<file path="src/rtl/rsw_pkg.sv">
package rsw_pkg;
    typedef enum logic [1:0] {
        ST_IDLE,
        ST_ADDR,
        ST_DATA,
        ST_RESP
    } burst_st_t;

    localparam logic [1:0] BURST_INCR = 2'b01;

    // SLVERR and DECERR both carry bit 1
    function automatic logic resp_is_err(input logic [1:0] r);
        return r[1];
    endfunction
endpackage

</file>
<file path="src/rtl/rsw_align_watch.sv">
module rsw_align_watch #(
    parameter int ADDR_W = 16,
    parameter int LSB_W  = 4
) (
    input  logic              clk,
    input  logic              rst,
    input  logic [ADDR_W-1:0] addr,
    output logic              mis,
    output logic              ev
);
    logic              seen;
    logic [ADDR_W-1:0] prev;

    assign mis = |addr[LSB_W-1:0];

    always_ff @(posedge clk) begin
        if (rst) begin
            seen <= 1'b0;
            prev <= '0;
            ev   <= 1'b0;
        end else begin
            seen <= 1'b1;
            prev <= addr;
            ev   <= mis && (!seen || addr != prev);
        end
    end
endmodule

</file>
<file path="src/rtl/rsw_ring_ptr.sv">
module rsw_ring_ptr #(
    parameter int ADDR_W      = 16,
    parameter int BURST_BYTES = 16
) (
    input  logic              clk,
    input  logic              rst,
    input  logic              enable,
    input  logic [ADDR_W-1:0] start_a,
    input  logic [ADDR_W-1:0] end_a,
    input  logic [ADDR_W-1:0] read_a,
    input  logic              advance,
    output logic [ADDR_W-1:0] ptr,
    output logic              room
);
    localparam logic [ADDR_W-1:0] STEP = ADDR_W'(BURST_BYTES);

    logic [ADDR_W-1:0] inc;
    logic [ADDR_W-1:0] nxt;

    assign inc  = ptr + STEP;
    assign nxt  = (inc == end_a) ? start_a : inc;
    assign room = (nxt != read_a);

    always_ff @(posedge clk) begin
        if (rst) begin
            ptr <= '0;
        end else if (!enable) begin
            ptr <= start_a;
        end else if (advance) begin
            ptr <= nxt;
        end
    end
endmodule

</file>
<file path="src/rtl/rsw_burst_fsm.sv">
module rsw_burst_fsm
    import rsw_pkg::*;
#(
    parameter int DATA_W      = 32,
    parameter int BURST_BEATS = 4,
    parameter int PKT_BEATS   = 8
) (
    input  logic              clk,
    input  logic              rst,
    input  logic              go,
    input  logic              s_valid,
    output logic              s_ready,
    input  logic [DATA_W-1:0] s_data,
    output logic              aw_valid,
    input  logic              aw_ready,
    output logic              w_valid,
    input  logic              w_ready,
    output logic [DATA_W-1:0] w_data,
    output logic              w_last,
    input  logic              b_valid,
    output logic              b_ready,
    input  logic [1:0]        b_resp,
    output logic              advance,
    output logic              ev_done,
    output logic              ev_wr_err
);
    localparam int BEAT_W = (BURST_BEATS > 1) ? $clog2(BURST_BEATS) : 1;
    localparam int PKT_W  = $clog2(PKT_BEATS + BURST_BEATS + 1);
    localparam logic [BEAT_W-1:0] LAST_BEAT = BEAT_W'(BURST_BEATS - 1);
    localparam logic [PKT_W-1:0]  PKT_LIM   = PKT_W'(PKT_BEATS);
    localparam logic [PKT_W-1:0]  PKT_STEP  = PKT_W'(BURST_BEATS);

    burst_st_t         st;
    logic [BEAT_W-1:0] beat;
    logic [PKT_W-1:0]  pkt_cnt;
    logic [PKT_W-1:0]  pkt_sum;
    logic              w_hs;

    assign aw_valid = (st == ST_ADDR);
    assign s_ready  = (st == ST_DATA) && w_ready;
    assign w_valid  = (st == ST_DATA) && s_valid;
    assign w_data   = s_data;
    assign w_last   = (st == ST_DATA) && (beat == LAST_BEAT);
    assign b_ready  = (st == ST_RESP);
    assign advance  = (st == ST_RESP) && b_valid;
    assign w_hs     = w_valid && w_ready;
    assign pkt_sum  = pkt_cnt + PKT_STEP;

    always_ff @(posedge clk) begin
        if (rst) begin
            st        <= ST_IDLE;
            beat      <= '0;
            pkt_cnt   <= '0;
            ev_done   <= 1'b0;
            ev_wr_err <= 1'b0;
        end else begin
            ev_done   <= 1'b0;
            ev_wr_err <= 1'b0;
            unique case (st)
                ST_IDLE: if (go) st <= ST_ADDR;
                ST_ADDR: if (aw_ready) begin
                    st   <= ST_DATA;
                    beat <= '0;
                end
                ST_DATA: if (w_hs) begin
                    beat <= beat + 1'b1;
                    if (beat == LAST_BEAT) st <= ST_RESP;
                end
                ST_RESP: if (b_valid) begin
                    st        <= ST_IDLE;
                    ev_wr_err <= resp_is_err(b_resp);
                    if (pkt_sum >= PKT_LIM) begin
                        pkt_cnt <= pkt_sum - PKT_LIM;
                        ev_done <= 1'b1;
                    end else begin
                        pkt_cnt <= pkt_sum;
                    end
                end
                default: st <= ST_IDLE;
            endcase
        end
    end
endmodule

</file>
<file path="src/rtl/ring_stream_writer.sv">
module ring_stream_writer
    import rsw_pkg::*;
#(
    parameter int ADDR_W      = 16,
    parameter int DATA_W      = 32,
    parameter int BURST_BEATS = 4,
    parameter int PKT_BEATS   = 8
) (
    input  logic                clk,
    input  logic                rst,
    input  logic                cfg_enable,
    input  logic [ADDR_W-1:0]   cfg_start_addr,
    input  logic [ADDR_W-1:0]   cfg_end_addr,
    input  logic [ADDR_W-1:0]   cfg_read_addr,
    output logic [ADDR_W-1:0]   wr_ptr,
    input  logic                s_valid,
    output logic                s_ready,
    input  logic [DATA_W-1:0]   s_data,
    output logic                aw_valid,
    input  logic                aw_ready,
    output logic [ADDR_W-1:0]   aw_addr,
    output logic [7:0]          aw_len,
    output logic [2:0]          aw_size,
    output logic [1:0]          aw_burst,
    output logic                w_valid,
    input  logic                w_ready,
    output logic [DATA_W-1:0]   w_data,
    output logic [DATA_W/8-1:0] w_strb,
    output logic                w_last,
    input  logic                b_valid,
    output logic                b_ready,
    input  logic [1:0]          b_resp,
    output logic                ev_done,
    output logic                ev_wr_err,
    output logic                ev_start_unal,
    output logic                ev_end_unal,
    output logic                ev_read_unal
);
    localparam int STRB_W      = DATA_W / 8;
    localparam int BURST_BYTES = BURST_BEATS * STRB_W;
    localparam int LSB_W       = $clog2(BURST_BYTES);
    localparam int SIZE_CODE   = $clog2(STRB_W);
    localparam int N_CFG       = 3;

    logic [ADDR_W-1:0] cfg_addrs [N_CFG];
    logic [N_CFG-1:0]  mis;
    logic [N_CFG-1:0]  ev_unal;
    logic              room;
    logic              advance;
    logic              go;

    assign cfg_addrs[0] = cfg_start_addr;
    assign cfg_addrs[1] = cfg_end_addr;
    assign cfg_addrs[2] = cfg_read_addr;

    generate
        for (genvar i = 0; i < N_CFG; i++) begin : g_align
            rsw_align_watch #(
                .ADDR_W (ADDR_W),
                .LSB_W  (LSB_W)
            ) u_watch (
                .clk  (clk),
                .rst  (rst),
                .addr (cfg_addrs[i]),
                .mis  (mis[i]),
                .ev   (ev_unal[i])
            );
        end
    endgenerate

    assign ev_start_unal = ev_unal[0];
    assign ev_end_unal   = ev_unal[1];
    assign ev_read_unal  = ev_unal[2];

    rsw_ring_ptr #(
        .ADDR_W      (ADDR_W),
        .BURST_BYTES (BURST_BYTES)
    ) u_ring (
        .clk     (clk),
        .rst     (rst),
        .enable  (cfg_enable),
        .start_a (cfg_start_addr),
        .end_a   (cfg_end_addr),
        .read_a  (cfg_read_addr),
        .advance (advance),
        .ptr     (wr_ptr),
        .room    (room)
    );

    assign go = cfg_enable && !(|mis) && room && s_valid;

    rsw_burst_fsm #(
        .DATA_W      (DATA_W),
        .BURST_BEATS (BURST_BEATS),
        .PKT_BEATS   (PKT_BEATS)
    ) u_fsm (
        .clk       (clk),
        .rst       (rst),
        .go        (go),
        .s_valid   (s_valid),
        .s_ready   (s_ready),
        .s_data    (s_data),
        .aw_valid  (aw_valid),
        .aw_ready  (aw_ready),
        .w_valid   (w_valid),
        .w_ready   (w_ready),
        .w_data    (w_data),
        .w_last    (w_last),
        .b_valid   (b_valid),
        .b_ready   (b_ready),
        .b_resp    (b_resp),
        .advance   (advance),
        .ev_done   (ev_done),
        .ev_wr_err (ev_wr_err)
    );

    assign aw_addr  = wr_ptr;
    assign aw_len   = 8'(BURST_BEATS - 1);
    assign aw_size  = 3'(SIZE_CODE);
    assign aw_burst = BURST_INCR;
    assign w_strb   = '1;
endmodule

</file>
<file path="config.mk">
export PLATFORM = sky130hd
export DESIGN_NAME = ring_stream_writer
export DESIGN_NICKNAME = d
export VERILOG_FILES = /design/src/rtl/rsw_pkg.sv /design/src/rtl/rsw_align_watch.sv /design/src/rtl/rsw_ring_ptr.sv /design/src/rtl/rsw_burst_fsm.sv /design/src/rtl/ring_stream_writer.sv
export SDC_FILE = /design/constraint.sdc
export NUM_CORES = 1
export LEC_CHECK = 0
export BUFFER_PORTS_ARGS = -buffer_cell sky130_fd_sc_hd__buf_2
export CORE_ASPECT_RATIO = 1.75
export CORE_MARGIN = 3
export CORE_UTILIZATION = 46
export DETAILED_ROUTE_END_ITERATION = 10
export PLACE_DENSITY = 0.9
export SLEW_MARGIN = 0
export SYNTH_ARGS = -nofsm -noshare
export SYNTH_HDL_FRONTEND = slang
export SYNTH_SLANG_ARGS = --single-unit
</file>
<file path="constraint.sdc">
create_clock -name clk -period 3.1 [get_ports clk]
set_clock_uncertainty 0.15 [all_clocks]
set_input_delay 0.62 -clock clk [delete_from_list [all_inputs] [get_ports clk]]
set_output_delay 0.62 -clock clk [all_outputs]
set_load 0.02 [all_outputs]
</file>
Word-level counts from Yosys, hierarchy flattened
Index checks and enable logic that the tools add are counted.

Register bits: 78. Output and inout port bits: 91. Input bits: 89.

Eq/ne operators: 15. Reductions and logical operators: 26. Order comparisons: 1. Bitwise gates (word level): 2. $add $sub $neg: 4. Muxes and demuxes: 15.

Operator list (number): 16-bit inequality test (4); 16-bit 2-to-1 mux (3); 16-bit by 5-bit adder with 16-bit output, second input constant (1); 16-bit equality test (1); 2-bit 2-to-1 mux (7); 12-bit OR reduction (1); 4-bit OR reduction (3); 1-bit logical AND (11); 2-bit case mux with 4 select lines (1); 2-bit equality test, second input constant (3); 2-bit by 1-bit inequality test with 1-bit output, second input constant (3); 2-bit inequality test, second input constant (3); 5-bit AND reduction (1); 4-bit by 3-bit adder with 4-bit output, second input constant (1); 4-bit greater-or-equal comparator, second input constant (1); 4-bit 2-to-1 mux (1); 2-bit case mux with 2 select lines (1); 4-bit subtractor, second input constant (1); 1-bit logical OR (3); 3-bit AND reduction (1); 3-bit OR reduction (1); 2-bit by 1-bit adder with 2-bit output, second input constant (1); 2-bit by 1-bit equality test with 1-bit output, second input constant (1); 1-bit zero test (2); other kinds (5) (7).

Longest topological paths before layout
Depth after elaboration: 8. Gate-level depth with buffers: 13. Gate-level depth less buffers: 10.

Hierarchy
A second synthesis with hierarchy kept.

Cells, all modules: 522. Area total of the unflattened synthesis: 4707.0 µm².

Modules (own cells, without submodules): rsw_align_watch (cells an instance 60, area each 661.9 µm², times used 3); rsw_ring_ptr (cells an instance 221, area each 1741.7 µm², times used 1); rsw_burst_fsm (cells an instance 84, area each 705.7 µm², times used 1); ring_stream_writer (cells an instance 37, area each 274.0 µm², times used 1).

Worst setup path before layout
No wires, ideal clock.

Path type: reg-to-reg. Start: reg u_ring.ptr[4]. End: reg u_fsm.st[0]. Cell stages (with the launch flop): 12. Clock period less this slack: 3.498 ns. Buffers on the path: 1. Path slack: -0.398 ns. Arrival time: 3.226 ns. Cell sequence: dfxtp_1 ha_1 buf_4 nand3_4 or4b_1 nand4_1 or4b_4 o31a_1 nor3_2 o2111ai_1 o31a_2 mux2i_1.

Longest elaborated chain between the ends: 8.

RTL lines: from (decl) (RTL line rsw_ring_ptr.sv:12) `output logic [ADDR_W-1:0] ptr,`; from (signal assigned) (RTL line rsw_ring_ptr.sv:28) `ptr <= start_a;`; from (signal assigned) (RTL line rsw_ring_ptr.sv:30) `ptr <= nxt;`; 16-bit by 5-bit adder with 16-bit output * (RTL line rsw_ring_ptr.sv:20) `assign inc = ptr + STEP;`; 16-bit equality test (RTL line rsw_ring_ptr.sv:21) `assign nxt = (inc == end_a) ? start_a : inc;`; 16-bit 2-to-1 mux * (RTL line rsw_ring_ptr.sv:21); 16-bit inequality test * (RTL line rsw_ring_ptr.sv:22) `assign room = (nxt != read_a);`; 1-bit logical AND * (2 in series) (RTL line ring_stream_writer.sv:90) `assign go = cfg_enable && !(|mis) && room && s_valid;`; 2-bit inequality test (no line) *; 5-bit AND reduction (no line) *; to (signal assigned) (RTL line rsw_burst_fsm.sv:67) `if (beat == LAST_BEAT) st <= ST_RESP;`; to (signal assigned) (RTL line rsw_burst_fsm.sv:70) `st <= ST_IDLE;`; to (signal assigned) (RTL line rsw_burst_fsm.sv:79) `default: st <= ST_IDLE;`; to (decl) (RTL line rsw_burst_fsm.sv:33) `burst_st_t st;`.

Every way passes the cells marked *; elsewhere a longest branch is shown, timed or not. A chain may end at the register's enable or synchronous reset.

Final worst setup path
Start: reg u_ring.ptr[5]. End: reg u_fsm.st[0].

Same word-level chain as after synthesis.

==> flow_summary.ini <==
[run_status]
status = finished with violations
violations = negative setup slack

[die]
ios = 180
core_um2 = 10760
die_h_um = 145.3
rows = 50
die_area_um2 = 12440
die_w_um = 85.62
initial_core_util = 0.4742

[timing]
rsz0062_at_grt = yes
holdWs_ns = 0.3059
slew_violations = 0
relSlewSlack = 0.5866
min_period_ns = 3.177
fin_ws_ns = -0.07715
clock.fmax_mhz = 314.7
tightest_slew_ns = 0.6200
period_share = 1.025
hold_viol = 0
finalSetupViolCount = 2

[critical_path]
crit_arrival_ns = 3.29
crit_path_start_kind = flip-flop
end_kind = flip-flop
cp_num_buf_inv = 1
cpMaxStageDelayCell = or4b_4
path_max_fanout = 4
crit_path_max_incr_delay_ns = 0.60
crit_type = reg -> reg
critPathTopFamily = simple AND/OR/NAND/NOR gates
worst_ep_required_time_ns = 3.21
path_cells = ha_4, xor2_1, buf_4, xnor2_1, o21ai_0, or4b_4, o31a_1, or3_1, o2111ai_2, o31a_2, mux2i_1

[detailed_routing]
antenna_left = 0
vias = 4813
drt-initial-drc-count = 277
top_layer = met4
wl_per_cell_um = 18.91
firstDrtPassIters = 5
met1_length_mm = 5.476
wl_met2_mm = 8.312
wl_met3_um = 950
route.detailed.drc = 0
via_per_inst = 5.642
wirelength_mm = 16.13

[global_routing]
grt_pass1_wl_mm = 24.70
grt_max_degree = 63
grtUsageTotal = 0.2548
grt_pass1_vias = 4870
overflow = 0
antenna_found_initial = 1

[cts]
clock_latency_ns = 0.34
cts_tree = done
clk_pin_slew_ns = 0.06
cts.sinks = 76
cts_made_buffers = 9
htree_levels = 3
clockBufferDepth = 2
root_buffer = clkbuf_16

[yosys]
seq_area_frac_synth = 0.2982
ys_async_sr_fraction = 0
syn_inst = 601
synth_edf_count = 0
synth_warnings = 0
synth_top_flop_cell = dfxtp_1
synth-seq-cells = 76
yosysUniqueCellTypes = 70
syn_area_per_cell_um2 = 8.490
syn_area_um2 = 5102

[final_layout]
ff_latch_area_um2 = 1531
areaGrowthSynthToFinish_pct = 22.34
drive_gt1_frac = 0.3255
multiInputGateArea_um2 = 3014
n_fill_cell = 906
final_common_cell = buf_2
final_cell_mix = buf_2, buf_4, dfxtp_1, xnor2_1, nor2b_1
nNetsFinal = 814
stdcell_count = 853
design_area_um2 = 6242

[placed_design]
post-place-cells = 833
port_buffers = 97
gp_congestion = 0.9722
place_area_um2 = 5808
dp_worst_setup_slack_ns = -0.2683
hpwl_mm = 12.25

[job]
drv_cap = 0

[pwr]
power_leakage_nw = 2.567
ir_drop_mv = 0.3113
power-per-cell-area_nw_per_um2 = 447.7
p_total_w = 0.002795

[worst_hold_path]
hold_class = reg -> reg
logic make-up (layout without fill, tap and decap cells):
kind of cell	Yosys count	in the layout	synth area share
AOI/OAI and AO/OA	96	96	0.1278
xor gates and xnor gates	87	87	0.1535
adders and majority gates	8	8	0.01962
buffers and inverters	107	213	0.1430
DFF	76	76	0.2982
muxes	6	6	0.01177
other	2	18	0.001472
and+or+nand+nor	219	219	0.2447
layout make-up:
class	instances	share of cell area
Clock buffer	11	0.04229
Inverter	13	0.007817
Antenna cell	1	0.0004009
Tap cell	130	0.02606
Clock inverter	5	0.01022
Multi-Input combinational cell	433	0.4829
Timing Repair Buffer	184	0.1850
Sequential cell	76	0.2453
worst register-to-register path: stages (launching register included):
cell and delay, ns:
dfxtp_4 0.36, ha_4 0.18, xor2_1 0.14, buf_4 0.16
xnor2_1 0.24, o21ai_0 0.14, or4b_4 0.60, o31a_1 0.27
or3_1 0.36, o2111ai_2 0.11, o31a_2 0.22, mux2i_1 0.20
flip-flops by register name, indices dropped and copies added (netlist names):
signal,flops
g_align.u_watch.ev,3
u_fsm.ev_wr_err,1
g_align.u_watch.seen,1
u_fsm.pkt_cnt,2
u_fsm.ev_done,1
g_align.u_watch.prev,48
u_fsm.st,2
u_fsm.beat,2
u_ring.ptr,16
final timing paths:
check | start | depth (start not counted) | end | slack [ns]
setup / recovery | u_ring.ptr[5] | 11 | u_fsm.st[0] | -0.08
hold / removal | u_fsm.beat[1] | 2 | u_fsm.beat[1] | 0.31
setup reg to reg | u_ring.ptr[5] | 11 | u_fsm.st[0] | -0.08
hold reg to reg | u_fsm.beat[1] | 2 | u_fsm.beat[1] | 0.31
cells in the mapped netlist (8+ instances only):
cell | count | area (um^2)
nor2_1 | 42 | 157.7
inv_1 | 13 | 48.80
dfxtp_1 | 76 | 1521
clkbuf_1 | 13 | 48.80
nand2_1 | 31 | 116.4
xor2_1 | 19 | 166.4
buf_4 | 69 | 518.0
nand4_1 | 25 | 156.4
nor2b_1 | 47 | 294.0
xnor2_1 | 66 | 578.1
and2_1 | 8 | 50.05
nand3_1 | 10 | 50.05
o21ai_0 | 19 | 95.09
nor4_1 | 9 | 56.30
ha_1 | 8 | 100.1
a21oi_1 | 22 | 110.1
nor3_1 | 12 | 60.06
o22ai_1 | 11 | 68.82
power breakdown:
group          switching, W  internal [W]  leakage, nW
clock network      0.000424      0.000701        0.158
registers         0.0000339       0.00103        0.633
logic              0.000343      0.000265         1.78
layer usage:
metal,track usage,up-vias
li1,-,2240
met1,0.2554,2247
met2,0.4572,229
met3,0.03523,97
met4,0.1965,0
met5,0,-
repair_timing:
| action | 4_1_cts | 5_1_grt |
|---|---|---|
| setup endpoints to repair | 2 | 15 |
| gates resized for setup | 4 | 14 |
| pin swaps | 6 | 14 |
| buffers inserted | 2 | 1 |
| hold buffers | 0 | 0 |
metrics by stage:
| step | setup TNS (ns) | utilization |
|---|---|---|
| 5_1_grt | -0.4392 | 0.5801 |
| 6_report | -0.1391 | 0.5801 |
| 3_3_place_gp | -0.5602 | 0.5398 |
| 3_5_place_dp | -1.426 | 0.5398 |
| 2_1_floorplan | -0.1673 | - |
| 4_1_cts | -0.04763 | 0.5730 |
Note: power is estimated with default switching activity, not from simulation.
